**src/rtl/rank_pick_pkg.sv**
```systemverilog
// Package: shared helpers for the rank-aware picker.
// Assumes: widths below are used for index and field sizing only.
package rank_pick_pkg;

    // Width of a field that must hold values 0..n-1 (at least one bit).
    function automatic int fld_w(input int n);
        return (n > 1) ? $clog2(n) : 1;
    endfunction

endpackage

```
**src/rtl/rp_entry_eval.sv**
```systemverilog
// Module: per-entry classification of queued requests.
// For each entry it reports liveness, row hit, same-rank and early-bank
// membership. Assumes rank < NRANK and bank < NBANK for live entries.
module rp_entry_eval
    import rank_pick_pkg::*;
#(
    parameter int QDEPTH = 8,
    parameter int NRANK  = 2,
    parameter int NBANK  = 4,
    parameter int ROWW   = 4,
    localparam int RKW   = fld_w(NRANK),
    localparam int BKW   = fld_w(NBANK),
    localparam int NB    = NRANK * NBANK,
    localparam int IDW   = fld_w(NB),
    localparam int CNTW  = $clog2(QDEPTH + 1)
) (
    input  logic [RKW-1:0]         active_rank,
    input  logic [CNTW-1:0]        q_count,
    input  logic [QDEPTH*RKW-1:0]  q_rank,
    input  logic [QDEPTH*BKW-1:0]  q_bank,
    input  logic [QDEPTH*ROWW-1:0] q_row,
    input  logic [NB-1:0]          open_vld,
    input  logic [NB*ROWW-1:0]     open_row,
    input  logic [NB-1:0]          early_mask,
    output logic [QDEPTH-1:0]      live_v,
    output logic [QDEPTH-1:0]      hit_v,
    output logic [QDEPTH-1:0]      same_v,
    output logic [QDEPTH-1:0]      early_v
);

    for (genvar i = 0; i < QDEPTH; i++) begin : g_ent
        logic [RKW-1:0] rk;
        logic [BKW-1:0] bk;
        logic [IDW-1:0] bid;
        assign rk  = q_rank[i*RKW +: RKW];
        assign bk  = q_bank[i*BKW +: BKW];
        assign bid = IDW'(rk) * IDW'(NBANK) + IDW'(bk);

        // classify one entry against the bank table
        always_comb begin
            live_v[i]  = CNTW'(i) < q_count;
            hit_v[i]   = open_vld[bid] &&
                         (open_row[bid*ROWW +: ROWW] == q_row[i*ROWW +: ROWW]);
            same_v[i]  = (rk == active_rank);
            early_v[i] = early_mask[bid];
        end
    end

endmodule

```
**src/rtl/rp_first_find.sv**
```systemverilog
// Module: lowest-index set bit finder (oldest-first priority).
// Assumes index 0 is the highest priority; idx is 0 when nothing is set.
module rp_first_find #(
    parameter int N  = 8,
    parameter int IW = 3
) (
    input  logic [N-1:0]  req,
    output logic          found,
    output logic [IW-1:0] idx
);

    // scan from the youngest so the oldest set bit is left last
    always_comb begin
        found = 1'b0;
        idx   = '0;
        for (int i = N - 1; i >= 0; i--) begin
            if (req[i]) begin
                found = 1'b1;
                idx   = IW'(i);
            end
        end
    end

endmodule

```
**src/rtl/rank_pick.sv**
```systemverilog
// Module: rank-aware row-hit-first request picker, registered output.
// Priority: preferred row hit, other-rank row hit, early-bank non-hit,
// then the head. Assumes entries 0..q_count-1 are valid, oldest at 0.
module rank_pick
    import rank_pick_pkg::*;
#(
    parameter int QDEPTH = 8,
    parameter int NRANK  = 2,
    parameter int NBANK  = 4,
    parameter int ROWW   = 4,
    localparam int RKW   = fld_w(NRANK),
    localparam int BKW   = fld_w(NBANK),
    localparam int NB    = NRANK * NBANK,
    localparam int IDXW  = fld_w(QDEPTH),
    localparam int CNTW  = $clog2(QDEPTH + 1)
) (
    input  logic                   clk,
    input  logic                   rst_n,
    input  logic                   fcfs_mode,
    input  logic                   switched,
    input  logic [RKW-1:0]         active_rank,
    input  logic [CNTW-1:0]        q_count,
    input  logic [QDEPTH*RKW-1:0]  q_rank,
    input  logic [QDEPTH*BKW-1:0]  q_bank,
    input  logic [QDEPTH*ROWW-1:0] q_row,
    input  logic [NB-1:0]          open_vld,
    input  logic [NB*ROWW-1:0]     open_row,
    input  logic [NB-1:0]          early_mask,
    output logic [IDXW-1:0]        pick_idx,
    output logic                   pick_valid
);

    logic [QDEPTH-1:0] live_v, hit_v, same_v, early_v;
    logic [QDEPTH-1:0] pref_req, other_req, early_req;
    logic              pref_f, other_f, early_f;
    logic [IDXW-1:0]   pref_i, other_i, early_i;
    logic [IDXW-1:0]   nxt_idx;

    rp_entry_eval #(
        .QDEPTH(QDEPTH), .NRANK(NRANK), .NBANK(NBANK), .ROWW(ROWW)
    ) u_eval (
        .active_rank(active_rank), .q_count(q_count),
        .q_rank(q_rank), .q_bank(q_bank), .q_row(q_row),
        .open_vld(open_vld), .open_row(open_row), .early_mask(early_mask),
        .live_v(live_v), .hit_v(hit_v), .same_v(same_v), .early_v(early_v)
    );

    // build the three priority request vectors
    always_comb begin
        pref_req  = live_v & hit_v & (switched ? {QDEPTH{1'b1}} : same_v);
        other_req = live_v & hit_v & ~same_v;
        early_req = live_v & ~hit_v & early_v;
    end

    rp_first_find #(.N(QDEPTH), .IW(IDXW)) u_ff_pref (
        .req(pref_req), .found(pref_f), .idx(pref_i));
    rp_first_find #(.N(QDEPTH), .IW(IDXW)) u_ff_other (
        .req(other_req), .found(other_f), .idx(other_i));
    rp_first_find #(.N(QDEPTH), .IW(IDXW)) u_ff_early (
        .req(early_req), .found(early_f), .idx(early_i));

    // resolve priority levels, head as the fallback
    always_comb begin
        if (fcfs_mode)    nxt_idx = '0;
        else if (pref_f)  nxt_idx = pref_i;
        else if (other_f) nxt_idx = other_i;
        else if (early_f) nxt_idx = early_i;
        else              nxt_idx = '0;
    end

    // register the choice
    always_ff @(posedge clk) begin
        if (!rst_n) begin
            pick_idx   <= '0;
            pick_valid <= 1'b0;
        end else begin
            pick_idx   <= nxt_idx;
            pick_valid <= (q_count != '0);
        end
    end

endmodule

```
**config.mk**
```make
export PLATFORM = sky130hd
export DESIGN_NAME = rank_pick
export DESIGN_NICKNAME = d
export VERILOG_FILES = /design/src/rtl/rank_pick_pkg.sv /design/src/rtl/rp_entry_eval.sv /design/src/rtl/rp_first_find.sv /design/src/rtl/rank_pick.sv
export SDC_FILE = /design/constraint.sdc
export NUM_CORES = 1
export LEC_CHECK = 0
export BUFFER_PORTS_ARGS = -buffer_cell sky130_fd_sc_hd__buf_4
export CAP_MARGIN = 20
export CORE_MARGIN = 2
export CORE_UTILIZATION = 55
export DETAILED_ROUTE_END_ITERATION = 8
export PLACE_DENSITY = 0.87
export REMOVE_ABC_BUFFERS = 1
export SLEW_MARGIN = 10
export SYNTH_ARGS = -nofsm -noshare
export SYNTH_HDL_FRONTEND = slang
export SYNTH_SLANG_ARGS = --single-unit
```
**constraint.sdc**
```tcl
create_clock -name clk -period 4 [get_ports clk]
set_clock_uncertainty 0.15 [all_clocks]
set_input_delay 0.2 -clock clk [delete_from_list [all_inputs] [get_ports clk]]
set_output_delay 0.2 -clock clk [all_outputs]
set_load 0.05 [all_outputs]
```
### Word level (Yosys, flattened, before mapping)

Index checks and enable logic that the tools add are counted.

| cells by class | value |
|---|---|
| add/subtract/negate cells | 8 |
| order comparisons | 16 |
| shift-type cells | 8 |
| equal/unequal tests | 16 |
| reductions and logical operators | 10 |
| bitwise operators | 8 |
| muxes and demuxes | 84 |

Operator list:

| cell | number |
|---|---|
| variable part select 32 x 6 -> 4 bit | 8 |
| 2-to-1 mux 3 bit | 27 |
| binary-select mux 1 bit (select 3 bit) | 16 |
| bitwise AND 8 bit | 5 |
| 2-to-1 mux 1 bit | 40 |
| equality test 4 bit | 8 |
| less-than comparator 3 x 4 -> 1 bit (second input constant) | 8 |
| adder 3 x 2 -> 3 bit | 8 |
| less-than comparator 3 x 4 -> 1 bit (first input constant) | 4 |
| inverter 8 bit | 2 |
| equality test 1 bit | 8 |
| logical AND 1 bit | 8 |
| less-than comparator 1 x 4 -> 1 bit (first input constant) | 2 |
| less-than comparator 2 x 4 -> 1 bit (first input constant) | 2 |
| 2-to-1 mux 8 bit | 1 |
| nonzero test 4 bit | 1 |
| OR reduction 2 bit | 1 |
| inverter 1 bit | 1 |

| storage, ports and cells | value |
|---|---|
| bits in registers | 4 |

### Longest topological paths before layout

| logic depth | value |
|---|---|
| word-level depth | 18 |
| mapped depth | 12 |
| mapped depth without buffers | 10 |

### Modules after synthesis

Synthesis repeated with hierarchy kept, for this count alone.

| second synthesis, totals | value |
|---|---|
| cell total of the unflattened synthesis | 340 |
| area, all modules | 4,321.6 um^2 |

By module, submodules not included:

| module | seq. area each (um^2) | cells an instance | times used | area each (um^2) |
|---|---|---|---|---|
| rp_entry_eval | 0.0 | 234 | 1 | 3,723.6 |
| rank_pick | 80.1 | 67 | 1 | 357.8 |
| rp_first_find | 0.0 | 13 | 3 | 80.1 |

### Least setup slack after synthesis

No wires, ideal clock.

| timing path | value |
|---|---|
| path type | input -> register |
| start point | input q_bank[13] |
| end point | register pick_idx[1] |
| data arrival time | 2.554 ns |
| stages on the path | 11 |
| path buffers | 1 |
| setup slack | 1.175 ns |
| setup time | 0.122 ns |
| data required time | 3.728 ns |
| cells stage by stage | clkbuf_1 mux4_2 mux2i_1 xor2_1 nand3_1 or3_4 o2bb2a_4 mux2i_4 nor4b_2 nor3b_2 o311a_1 |

| on the way | value |
|---|---|
| longest elaborated chain between the ends | 17 |

RTL lines:

| item | line | text |
|---|---|---|
| start: declaration | rank_pick.sv:24 | `input logic [QDEPTH*BKW-1:0] q_bank,` |
| adder 3 x 2 -> 3 bit (*) | rp_entry_eval.sv:37 | `assign bid = IDW'(rk) * IDW'(NBANK) + IDW'(bk);` |
| variable part select 32 x 6 -> 4 bit / binary-select mux 1 bit (select 3 bit) (equally long branches) | rp_entry_eval.sv:43, rp_entry_eval.sv:42 |  |
| equality test 4 bit / 2-to-1 mux 1 bit (equally long branches) | rp_entry_eval.sv:43, rp_entry_eval.sv:42 |  |
| logical AND 1 bit | rp_entry_eval.sv:42 | `hit_v[i] = open_vld[bid] &&` |
| inverter 8 bit | rank_pick.sv:52 | `early_req = live_v & ~hit_v & early_v;` |
| bitwise AND 8 bit (2 in series) | rank_pick.sv:52 |  |
| 2-to-1 mux 3 bit / 2-to-1 mux 1 bit (equally long branches) (7 in series) | rp_first_find.sv:17 | `if (req[i]) begin` |
| 2-to-1 mux 3 bit | rank_pick.sv:67 | `else if (early_f) nxt_idx = early_i;` |
| 2-to-1 mux 3 bit | rank_pick.sv:66 | `else if (other_f) nxt_idx = other_i;` |
| 2-to-1 mux 3 bit (*) | rank_pick.sv:65 | `else if (pref_f) nxt_idx = pref_i;` |
| end signal: assignment | rank_pick.sv:77 | `pick_idx <= nxt_idx;` |
| end: declaration | rank_pick.sv:29 | `output logic [IDXW-1:0] pick_idx,` |

Every way passes the cells marked *; elsewhere a longest branch is shown, timed or not. The select of a mux whose other input is x is not followed.
A chain may end at the register's enable or synchronous reset.

### Worst setup path after layout

| timing path | value |
|---|---|
| start point | input q_rank[4] |
| end point | register pick_idx[1] |

| on the way | value |
|---|---|
| longest elaborated chain between the ends | 15 |

RTL lines:

| item | line | text |
|---|---|---|
| start: declaration | rank_pick.sv:23 | `input logic [QDEPTH*RKW-1:0] q_rank,` |
| adder 3 x 2 -> 3 bit | rp_entry_eval.sv:37 |  |
| variable part select 32 x 6 -> 4 bit / binary-select mux 1 bit (select 3 bit) (equally long branches) | rp_entry_eval.sv:43, rp_entry_eval.sv:42 |  |
| equality test 4 bit / 2-to-1 mux 1 bit (equally long branches) | rp_entry_eval.sv:43, rp_entry_eval.sv:42 |  |
| logical AND 1 bit | rp_entry_eval.sv:42 |  |
| inverter 8 bit | rank_pick.sv:52 |  |
| bitwise AND 8 bit (2 in series) | rank_pick.sv:52 |  |
| 2-to-1 mux 3 bit / 2-to-1 mux 1 bit (equally long branches) (5 in series) | rp_first_find.sv:17 |  |
| 2-to-1 mux 3 bit | rank_pick.sv:67 |  |
| 2-to-1 mux 3 bit | rank_pick.sv:66 |  |
| 2-to-1 mux 3 bit (*) | rank_pick.sv:65 |  |

Marks and branches as above.

==> key figures <==
Status
  – Outcome: finished clean

Floorplan
  – Initial Utilization: 0.567
  – Row count: 32
  – Die W: ~93 um
  – Core area: around 7700 um2
  – I/O Pins: around 120
  – Die area: 8650 um2
  – Die Y: 93.0 um

Timing
  – Setup-failing EPs final: 0
  – TNS Setup: 0 ps
  – Worst hold slack: 62.0 ps
  – Tmin final: 3340 ps
  – Max-slew headroom at the worst pin: 0.497
  – Pins Over Slew Limit: 0
  – Hold Vio Cnt, Final: 0
  – Fmax: approximately 0.3 GHz
  – RSZ-0062 raised after global routing: no
  – Period utilisation layout: 0.834
  – Least-Margin Pin Slew: 749 ps

Yosys
  – Cell variety after synth: 59
  – Commonest cells post-synth: 94 x mux2i_1, 69 x mux4_2, 26 x xor2_1
  – Post-Synthesis Cells: between 400 and 500
  – Mapped Area: ~4400 um2
  – Biggest area consumer among synthesized cells: mux4_2
  – Post-synth top area share: 0.357
  – Yosys reg bits: 4
  – Ys Warns: 0
  – Most numerous cell in the Yosys netlist: mux2i_1
  – Largest cells by area after synthesis: mux4_2 36%, mux2i_1 22%, xor2_1 5.2%, mux4_1 3.0%, xnor2_1 2.0%
  – Syn Area/Cell: between 10 and 15 um2
  – Main synth FF type: dfxtp_1
  – Ys async rst share: 0
  – Seq/Total Area, Yosys: 0.0184
  – Post-synth EDFFs: 0

Critical path
  – WP data required: approximately 4000 ps
  – CP delay by family, top: simple AND/OR/NAND/NOR gates
  – WP buf/inv: 2
  – Worst Setup End Kind: register
  – Slowest CP cell: mux4_2
  – Crit-path most repeated cell: nor3b_2
  – CP arrival: around 3300 ps
  – Max stage delay on crit path: approximately 570 ps
  – Setup Crit Path Kind: input port to register
  – Crit path max fanout: 13
  – Crit path launch type: input port
  – Crit-path cells: buf_4 -> inv_1 -> mux4_2 -> xor2_1 -> o211ai_1 -> nor3b_2 -> nand2_1 -> a31o_2 -> nor4b_2 -> nor3b_2 -> o311a_1
  – Worst Setup SP: q_rank[4]

Route
  – Vias/cell: between 7 and 8
  – Drc violations: 0
  – Routed vias: approximately 4,400
  – Antenna viol nets, final: 0
  – Routed Wire Length: 14.6 mm
  – First-pass DRT Iterations: 5
  – Initial DRC Count: ~430
  – WL/cell: ~24 um

Clock tree
  – Number of H-tree levels: 1
  – Hold buffers post-CTS: 0
  – CTS tree: done
  – Clock-pin slew on the worst setup and hold paths: around 30 ps
  – Clock Sinks: 4
  – Post-CTS Resized: 0
  – CTS max path bufs: 2
  – TritonCTS buffer count: 3
  – # Post-CTS Setup Buffers: 0
  – Root Buffer: clkbuf_8

Final layout
  – Layout cells sized above 1: 0.414
  – P&R area growth vs syn: 19.1%
  – Ant diodes: 0
  – # nets final: 618

Place
  – Dpl hpwl: between 10 and 15 mm
  – Gpl congestion: between 1 and 1.5
  – Number of I/O port buffers: approximately 120

Global routing
  – Gr usage total: 0.342
  – Global-route wire length before repair: roughly 23 mm
  – Initial antenna violation count: 0
  – Largest net degree at the start of global routing: 21
  – GR Overflow Total: 0
  – Vias in the first global route: around 4,600

Power and ir drop
  – Total power divided by cell area: about 150 nW/um2
  – Pleak: between 2 and 2.5 nW
  – VDD IR max: 0.118 mV

Worst hold path
  – Hold/Removal Path Class: input port to register
  – HP Start: rst_n

Run
  – Max-Cap Viols: 0
## placed cells by master, fill, tap and decap left out, types with 5 or more instances in the layout
| cell type | count |
|---|---|
| nand2_1 | 15 |
| nor2b_1 | 7 |
| mux4_2 | 69 |
| inv_1 | 9 |
| nor2_1 | 19 |
| mux2i_1 | 94 |
| nand3_1 | 9 |
| nor3_1 | 7 |
| xnor2_1 | 10 |
| mux4_1 | 5 |
| buf_4 | 116 |
| nand2b_1 | 5 |
| xor2_1 | 26 |
| or2_2 | 6 |
| a21oi_1 | 8 |
| nand3b_1 | 5 |
| o211ai_1 | 11 |
| o21ai_0 | 13 |
## metal layers
metal,track usage,share of wire,routed length (um),vias to the layer above
met4,0.214,0.071,1040,0
met5,0,0,0,-
li1,-,-,-,1882
met1,0.407,0.33,4900,2094
met3,0.0508,0.12,1760,86
met2,0.581,0.47,6930,374
## layout make-up
class	count	area (um2)
well taps	102	128
clock buffers	3	41.3
multi-input cells	370	4030
fillers	602	2500
repair buffers	116	871
inverters	10	37.5
flip-flops and latches	4	80.1
## where the power goes
part	internal, mW	switching (mW)
Clock	0.0640	0.0193
Combinational	0.330	0.336
Sequential	0.0435	0.000789
## registers in the layout, summed over array words and instances, names as in the netlist
signal / count
pick_valid: 1
pick_idx: 3
## cells by family (layout without fill, tap and decap cells)
family / Yosys count / count (layout) / share of synthesized area
mux: 169 / 169 / 0.608
simple gates: 98 / 98 / 0.131
compound gates: 67 / 67 / 0.114
buf+inv: 45 / 129 / 0.0566
xor+xnor: 36 / 36 / 0.0724
flops: 4 / 4 / 0.0184
## through the flow
step           total power [mW]  instance area [um2]   util  cells  worst slack (ps)
2_1_floorplan             0.416                 4150      -    384              1350
3_5_place_dp              0.699                 5150  0.670    602               473
6_report                  0.793                 5190  0.675    605               665
4_1_cts                   0.786                 5190  0.675    605               705
5_1_grt                   0.837                 5190  0.675    605               488
3_3_place_gp              0.684                 5150  0.670    602               535
## final timing paths
check / depth (start not counted) / endpoint / slack (ps)
hold / removal: 2 / pick_valid$_SDFF_PN0_ / 60
setup / recovery: 11 / pick_idx[1]$_SDFF_PP0_ / 660
Note: power is estimated with default switching activity, not from simulation.
